**src/rtl/scsi_seq_pkg.sv**
```systemverilog
package scsi_seq_pkg;
    localparam int CODE_W = 8;
    localparam int STAT_W = 8;
    localparam int OP_W   = 3;

    localparam logic [CODE_W-1:0] CODE_ATN     = 8'h07;
    localparam logic [CODE_W-1:0] CODE_SELECT  = 8'h0B;
    localparam logic [CODE_W-1:0] CODE_RESEL   = 8'h0E;
    localparam logic [CODE_W-1:0] CODE_DATA_IN = 8'h15;
    localparam logic [CODE_W-1:0] CODE_STATUS  = 8'h1D;

    localparam int S1_ILL_BIT  = 0;
    localparam int S1_DONE_BIT = 1;
    localparam int S1_GOOD_BIT = 2;
    localparam int S2_ERR_BIT  = 0;

    typedef enum logic [1:0] {
        LINK_FREE = 2'd0,
        LINK_INIT = 2'd1,
        LINK_TGT  = 2'd2
    } link_t;

    typedef enum logic [OP_W-1:0] {
        OP_NONE    = 3'd0,
        OP_SELECT  = 3'd1,
        OP_RESEL   = 3'd2,
        OP_DATA_IN = 3'd3,
        OP_STATUS  = 3'd4
    } op_t;

    typedef enum logic [1:0] {
        V_IGNORE = 2'd0,
        V_RUN    = 2'd1,
        V_ERROR  = 2'd2,
        V_ATN    = 2'd3
    } verdict_t;
endpackage

```
**src/rtl/seq_cmd_judge.sv**
```systemverilog
module seq_cmd_judge
    import scsi_seq_pkg::*;
(
    input  logic [CODE_W-1:0] code,
    input  link_t             link,
    input  logic              busy,
    output verdict_t          verdict,
    output op_t               op
);
    always_comb begin
        verdict = V_ERROR;
        op      = OP_NONE;
        case (code)
            CODE_ATN: begin
                verdict = (link == LINK_INIT) ? V_ATN : V_IGNORE;
            end
            CODE_SELECT: begin
                op      = OP_SELECT;
                verdict = busy ? V_ERROR : V_RUN;
            end
            CODE_RESEL: begin
                op      = OP_RESEL;
                verdict = (busy || link != LINK_FREE) ? V_ERROR : V_RUN;
            end
            CODE_DATA_IN: begin
                op      = OP_DATA_IN;
                verdict = (busy || link == LINK_FREE) ? V_ERROR : V_RUN;
            end
            CODE_STATUS: begin
                op      = OP_STATUS;
                verdict = (busy || link != LINK_TGT) ? V_ERROR : V_RUN;
            end
            default: begin
                verdict = V_ERROR;
                op      = OP_NONE;
            end
        endcase
    end
endmodule

```
**src/rtl/seq_link_fsm.sv**
```systemverilog
module seq_link_fsm
    import scsi_seq_pkg::*;
(
    input  logic  clk,
    input  logic  rst_n,
    input  logic  conn,
    input  logic  conn_tgt,
    input  logic  disc,
    input  logic  atn_req,
    output link_t link,
    output logic  atn
);
    link_t link_nx;
    logic  atn_nx;

    always_ff @(posedge clk) begin
        if (!rst_n) begin
            link <= LINK_FREE;
            atn  <= 1'b0;
        end else begin
            link <= link_nx;
            atn  <= atn_nx;
        end
    end

    always_comb begin
        link_nx = link;
        unique case (link)
            LINK_FREE: begin
                if (!disc && conn) link_nx = conn_tgt ? LINK_TGT : LINK_INIT;
            end
            LINK_INIT, LINK_TGT: begin
                if (disc)      link_nx = LINK_FREE;
                else if (conn) link_nx = conn_tgt ? LINK_TGT : LINK_INIT;
            end
            default: link_nx = LINK_FREE;
        endcase
        atn_nx = (link_nx == LINK_INIT) && (atn || atn_req);
    end
endmodule

```
**src/rtl/seq_exec_fsm.sv**
```systemverilog
module seq_exec_fsm
    import scsi_seq_pkg::*;
(
    input  logic clk,
    input  logic rst_n,
    input  logic run_req,
    input  op_t  run_op,
    input  logic done_in,
    output logic busy,
    output logic start,
    output op_t  op,
    output logic done_evt,
    output logic good_evt
);
    typedef enum logic {EXEC_IDLE = 1'b0, EXEC_RUN = 1'b1} exec_t;
    exec_t state, state_nx;

    always_ff @(posedge clk) begin
        if (!rst_n) begin
            state <= EXEC_IDLE;
            op    <= OP_NONE;
            start <= 1'b0;
        end else begin
            state <= state_nx;
            start <= (state == EXEC_IDLE) && run_req;
            if (state == EXEC_IDLE && run_req) op <= run_op;
            else if (state == EXEC_RUN && done_in) op <= OP_NONE;
        end
    end

    always_comb begin
        state_nx = state;
        done_evt = 1'b0;
        good_evt = 1'b0;
        unique case (state)
            EXEC_IDLE: if (run_req) state_nx = EXEC_RUN;
            EXEC_RUN: begin
                if (done_in) begin
                    state_nx = EXEC_IDLE;
                    done_evt = 1'b1;
                    good_evt = (op == OP_STATUS);
                end
            end
            default: state_nx = EXEC_IDLE;
        endcase
    end

    assign busy = (state == EXEC_RUN);
endmodule

```
**src/rtl/seq_status_regs.sv**
```systemverilog
module seq_status_regs #(
    parameter int W = 8
) (
    input  logic         clk,
    input  logic         rst_n,
    input  logic [W-1:0] set1,
    input  logic [W-1:0] set2,
    input  logic         clr_wr,
    input  logic         clr_sel,
    input  logic [W-1:0] clr_mask,
    output logic [W-1:0] s1,
    output logic [W-1:0] s2
);
    logic [W-1:0] clr1, clr2;

    assign clr1 = (clr_wr && !clr_sel) ? clr_mask : '0;
    assign clr2 = (clr_wr &&  clr_sel) ? clr_mask : '0;

    always_ff @(posedge clk) begin
        if (!rst_n) begin
            s1 <= '0;
            s2 <= '0;
        end else begin
            s1 <= (s1 & ~clr1) | set1;
            s2 <= (s2 & ~clr2) | set2;
        end
    end
endmodule

```
**src/rtl/cmd_legality_seq.sv**
```systemverilog
module cmd_legality_seq
    import scsi_seq_pkg::*;
(
    input  logic              clk,
    input  logic              rst_n,
    input  logic              cmd_wr,
    input  logic [CODE_W-1:0] cmd_code,
    input  logic              eng_done,
    input  logic              eng_conn,
    input  logic              eng_conn_tgt,
    input  logic              eng_disc,
    input  logic              phase_chk,
    input  logic              phase_is_cmd,
    input  logic              stat_wr,
    input  logic              stat_sel,
    input  logic [STAT_W-1:0] stat_wdata,
    output logic              eng_start,
    output logic [OP_W-1:0]   eng_op,
    output logic              busy,
    output logic              atn_out,
    output logic [1:0]        link_state,
    output logic [STAT_W-1:0] stat1,
    output logic [STAT_W-1:0] stat2,
    output logic              irq
);
    link_t        link;
    verdict_t     verdict;
    op_t          dec_op, run_op;
    logic         busy_i, done_evt, good_evt;
    logic [STAT_W-1:0] set1, set2;

    seq_cmd_judge u_judge (
        .code(cmd_code), .link(link), .busy(busy_i),
        .verdict(verdict), .op(dec_op)
    );

    seq_link_fsm u_link (
        .clk(clk), .rst_n(rst_n), .conn(eng_conn), .conn_tgt(eng_conn_tgt),
        .disc(eng_disc), .atn_req(cmd_wr && verdict == V_ATN),
        .link(link), .atn(atn_out)
    );

    seq_exec_fsm u_exec (
        .clk(clk), .rst_n(rst_n), .run_req(cmd_wr && verdict == V_RUN),
        .run_op(dec_op), .done_in(eng_done), .busy(busy_i),
        .start(eng_start), .op(run_op), .done_evt(done_evt), .good_evt(good_evt)
    );

    always_comb begin
        set1 = '0;
        set2 = '0;
        set1[S1_ILL_BIT]  = phase_chk && !phase_is_cmd;
        set1[S1_DONE_BIT] = done_evt;
        set1[S1_GOOD_BIT] = good_evt;
        set2[S2_ERR_BIT]  = cmd_wr && verdict == V_ERROR;
    end

    seq_status_regs #(.W(STAT_W)) u_stat (
        .clk(clk), .rst_n(rst_n), .set1(set1), .set2(set2),
        .clr_wr(stat_wr), .clr_sel(stat_sel), .clr_mask(stat_wdata),
        .s1(stat1), .s2(stat2)
    );

    assign busy       = busy_i;
    assign eng_op     = run_op;
    assign link_state = link;
    assign irq        = (|stat1) || (|stat2);
endmodule

```
**config.mk**
```make
export PLATFORM = sky130hd
export DESIGN_NAME = cmd_legality_seq
export DESIGN_NICKNAME = d
export VERILOG_FILES = /design/src/rtl/scsi_seq_pkg.sv /design/src/rtl/seq_cmd_judge.sv /design/src/rtl/seq_link_fsm.sv /design/src/rtl/seq_exec_fsm.sv /design/src/rtl/seq_status_regs.sv /design/src/rtl/cmd_legality_seq.sv
export SDC_FILE = /design/constraint.sdc
export NUM_CORES = 1
export LEC_CHECK = 0
export BUFFER_PORTS_ARGS = -buffer_cell sky130_fd_sc_hd__buf_2
export CORE_MARGIN = 2
export CORE_UTILIZATION = 49
export CTS_BUF_LIST = sky130_fd_sc_hd__clkbuf_8
export DETAILED_ROUTE_END_ITERATION = 6
export PLACE_DENSITY_LB_ADDON = 0.05
export SYNTH_ARGS = -nofsm -noshare
export SYNTH_HDL_FRONTEND = slang
export SYNTH_HIERARCHICAL = 1
export SYNTH_SLANG_ARGS = --single-unit
```
**constraint.sdc**
```tcl
create_clock -name clk -period 2 [get_ports clk]
set_clock_uncertainty 0.1 [all_clocks]
set_input_delay 0.3 -clock clk [delete_from_list [all_inputs] [get_ports clk]]
set_output_delay 0.3 -clock clk [all_outputs]
set_load 0.02 [all_outputs]
```
==> flow_summary.yaml <==
detailed_routing:
  drc_errors: 0
  drt-total-wl_mm: 3.03
  drt_pre_antenna_iters: 4
  wl_per_cell_um: 11.6
  drtIter0Drc: 20
  vias: 1318
  viasPerCell: 5.05
  drt.antenna.violating_nets: 0
logic_synthesis:
  synthArstFlopShare: 0
  ys_seq_elements: 24
  synthTopCellsByCount: "dfxtp_1, inv_1, a31oi_1"
  synth_warnings: 6
  synth_edf_count: 0
  ys_seq_area_frac: 0.378
  yosysTopAreaCell: "dfxtp_1"
  syn_area_sq_um: 1270
  postSynthAreaPerCell_sq_um: 8.10
  ys.flop_type: "dfxtp_1"
  synth.most_common_cell: "dfxtp_1"
  synth_top_area_share: 0.378
  syn_inst: 157
  synthTopCellsByArea: "dfxtp_1, a31oi_1, o21ai_0, inv_1, nand2_1"
  synth.distinct_cells: 38
global_route:
  use_met1: 0.270
  grt_max_degree: 26
  use_met2: 0.355
  top_usage_layer: "met2"
  antenna_found_initial: 0
  grt_use_total: 0.208
  grt_pass1_vias: 1042
  gr-total-overflow: 0
  grt_pass1_wl_mm: 4.49
  met3_usage: 0.0403
placement:
  dpl.hpwl_mm: 2.41
  pre_cts_ws_ns: -0.0507
  gp_congestion: 0.990
  place_area_sq_um: 1630
  port_buffers: 51
final_layout:
  n_fill_cell: 225
  nNetsFinal: 261
  regArea_sq_um: 480
  multiInputGateArea_sq_um: 764
  final_design_area_no_fill_sq_um: 1690
  post-route-util: 0.684
  diodes: 0
  drive_gt1_frac: 0.294
  area_delta_synth_final_pct: 33.1
timing:
  finalSetupViolations: 0
  hold_viol: 0
  rsz0062_at_grt: "no"
  tightest_slew_ns: 0.645
  slew_violations: 0
  slew_headroom: 0.569
  fin_ws_ns: 0.154
  fin_crit_ns: 1.85
  finalCritPeriodShare: 0.923
  fmax_mhz: 542
  finalSetupTns_ns: 0
power:
  power_mw: 1.04
  p_leak_nw: 0.806
  power.density_nw_per_um2: 614
  ir_drop_mv: 0.537
clocking:
  cts_tree: "done"
  insertion_delay_ns: 0.26
  clkTransAtPathRegs_ns: 0.08
  cts_sinks: 24
  ctsHoldBuffers: 0
  cts_setup_buffers: 0
  cts_buffers: 3
  ctsHtreeMaxLevel: 1
  root_buffer: "clkbuf_8"
  postCtsResizedCells: 0
  clock_tree.buffer_depth: 2
floorplanning:
  rows: 18
  coreArea_sq_um: 2480
  io-pin-count: 52
  die_area_sq_um: 3020
  initial_utilization: 0.514
  die-height_um: 55.0
  die_w_um: 55.0
run:
  max-cap-violations: 0
worst_setup_path:
  start_kind: "flip-flop"
  startpoint: "u_link/link[0]"
  path_max_fanout: 4
  end_kind: "flip-flop"
  critPathRequiredTime_ns: 2.09
  critPathArrivalTime_ns: 1.94
  r2r_start: "u_link/link[0]"
  timing_worst_setup_path_type: "flip-flop to flip-flop"
worst_hold_path:
  hp-start: "stat_wdata[5]"
  min_path_type: "input pin to flip-flop"
outcome:
  status: "completed"
[through the flow]
step | hold WS, ns | instances
after CTS | 0.116 | 261
after global placement | 0.364 | 257
final | 0.122 | 261
after floorplan | 0.300 | 180
after detailed placement | 0.365 | 257
after global routing | 0.123 | 261
[flip-flops by register name, summed over array words and instances, names as in the netlist]
| name | cells |
|---|---|
| u_exec/op | 3 |
| u_link/atn | 1 |
| u_exec/busy | 1 |
| u_stat/s2 | 8 |
| u_exec/start | 1 |
| u_link/link | 2 |
| u_stat/s1 | 8 |
[critical path, stage by stage (launching register included)]
cell,delay (ns)
dfxtp_1,0.31
nor4b_1,0.29
a31oi_1,0.07
o32a_1,0.31
o21ai_2,0.16
nand2_1,0.08
nor2_2,0.12
nand2b_1,0.14
o22ai_2,0.20
[metal layers]
layer / routed length, um / part of all wire
met2: 1450 / 0.48
met4: 10 / 0.0033
met1: 1370 / 0.45
met5: 0 / 0
met3: 198 / 0.065
[cell type report]
cell class | instances | share of cell area
well taps | 30 | 0.0222
flip-flops and latches | 24 | 0.284
repair buffers | 54 | 0.164
inverters | 21 | 0.0465
multi-input cells | 128 | 0.451
clock buffers | 4 | 0.0325
[placed cells by master, fill, tap and decap left out, types with 2 or more instances in the layout]
master,synthesis,routed
nand2b_1,2,2
and2b_2,2,2
and2_1,2,2
o211ai_1,2,2
o21ai_1,4,3
conb_1,1,24
buf_4,0,3
dfxtp_1,24,24
and3_1,2,2
a31oi_1,19,19
nand2_1,11,11
nor2b_1,3,3
o22ai_1,5,4
nand4_1,2,2
ha_1,2,2
and3b_1,3,3
nor4_1,4,4
inv_1,21,21
buf_2,5,51
clkbuf_8,0,4
o21ai_0,16,16
nand3b_1,2,2
nor2_1,7,6
[path summary, 6_finish.rpt]
path,end,slack (ns),cells after the start
worst max-delay path,u_exec/op[1],0.15,8
worst min-delay path,u_stat/s2[5],0.12,2
worst max register to register,u_exec/op[1],0.15,8
worst min register to register,u_link/atn,0.38,1
[kinds of logic after synthesis]
family / share of synthesized area
AO/OA/AOI/OAI: 0.249
AND/OR/NAND/NOR: 0.240
buffers and inverters: 0.0993
flip-flops: 0.378
adder cells (fa/ha/maj): 0.0197
multiplexers: 0.0118
other: 0.00295
[report_power, final]
part	internal [mW]	switching (mW)	leakage, nW
registers	0.502	0.0196	0.198
clock network	0.176	0.148	0.0288
logic	0.0774	0.116	0.580
Note: power is estimated with default switching activity, not from simulation.
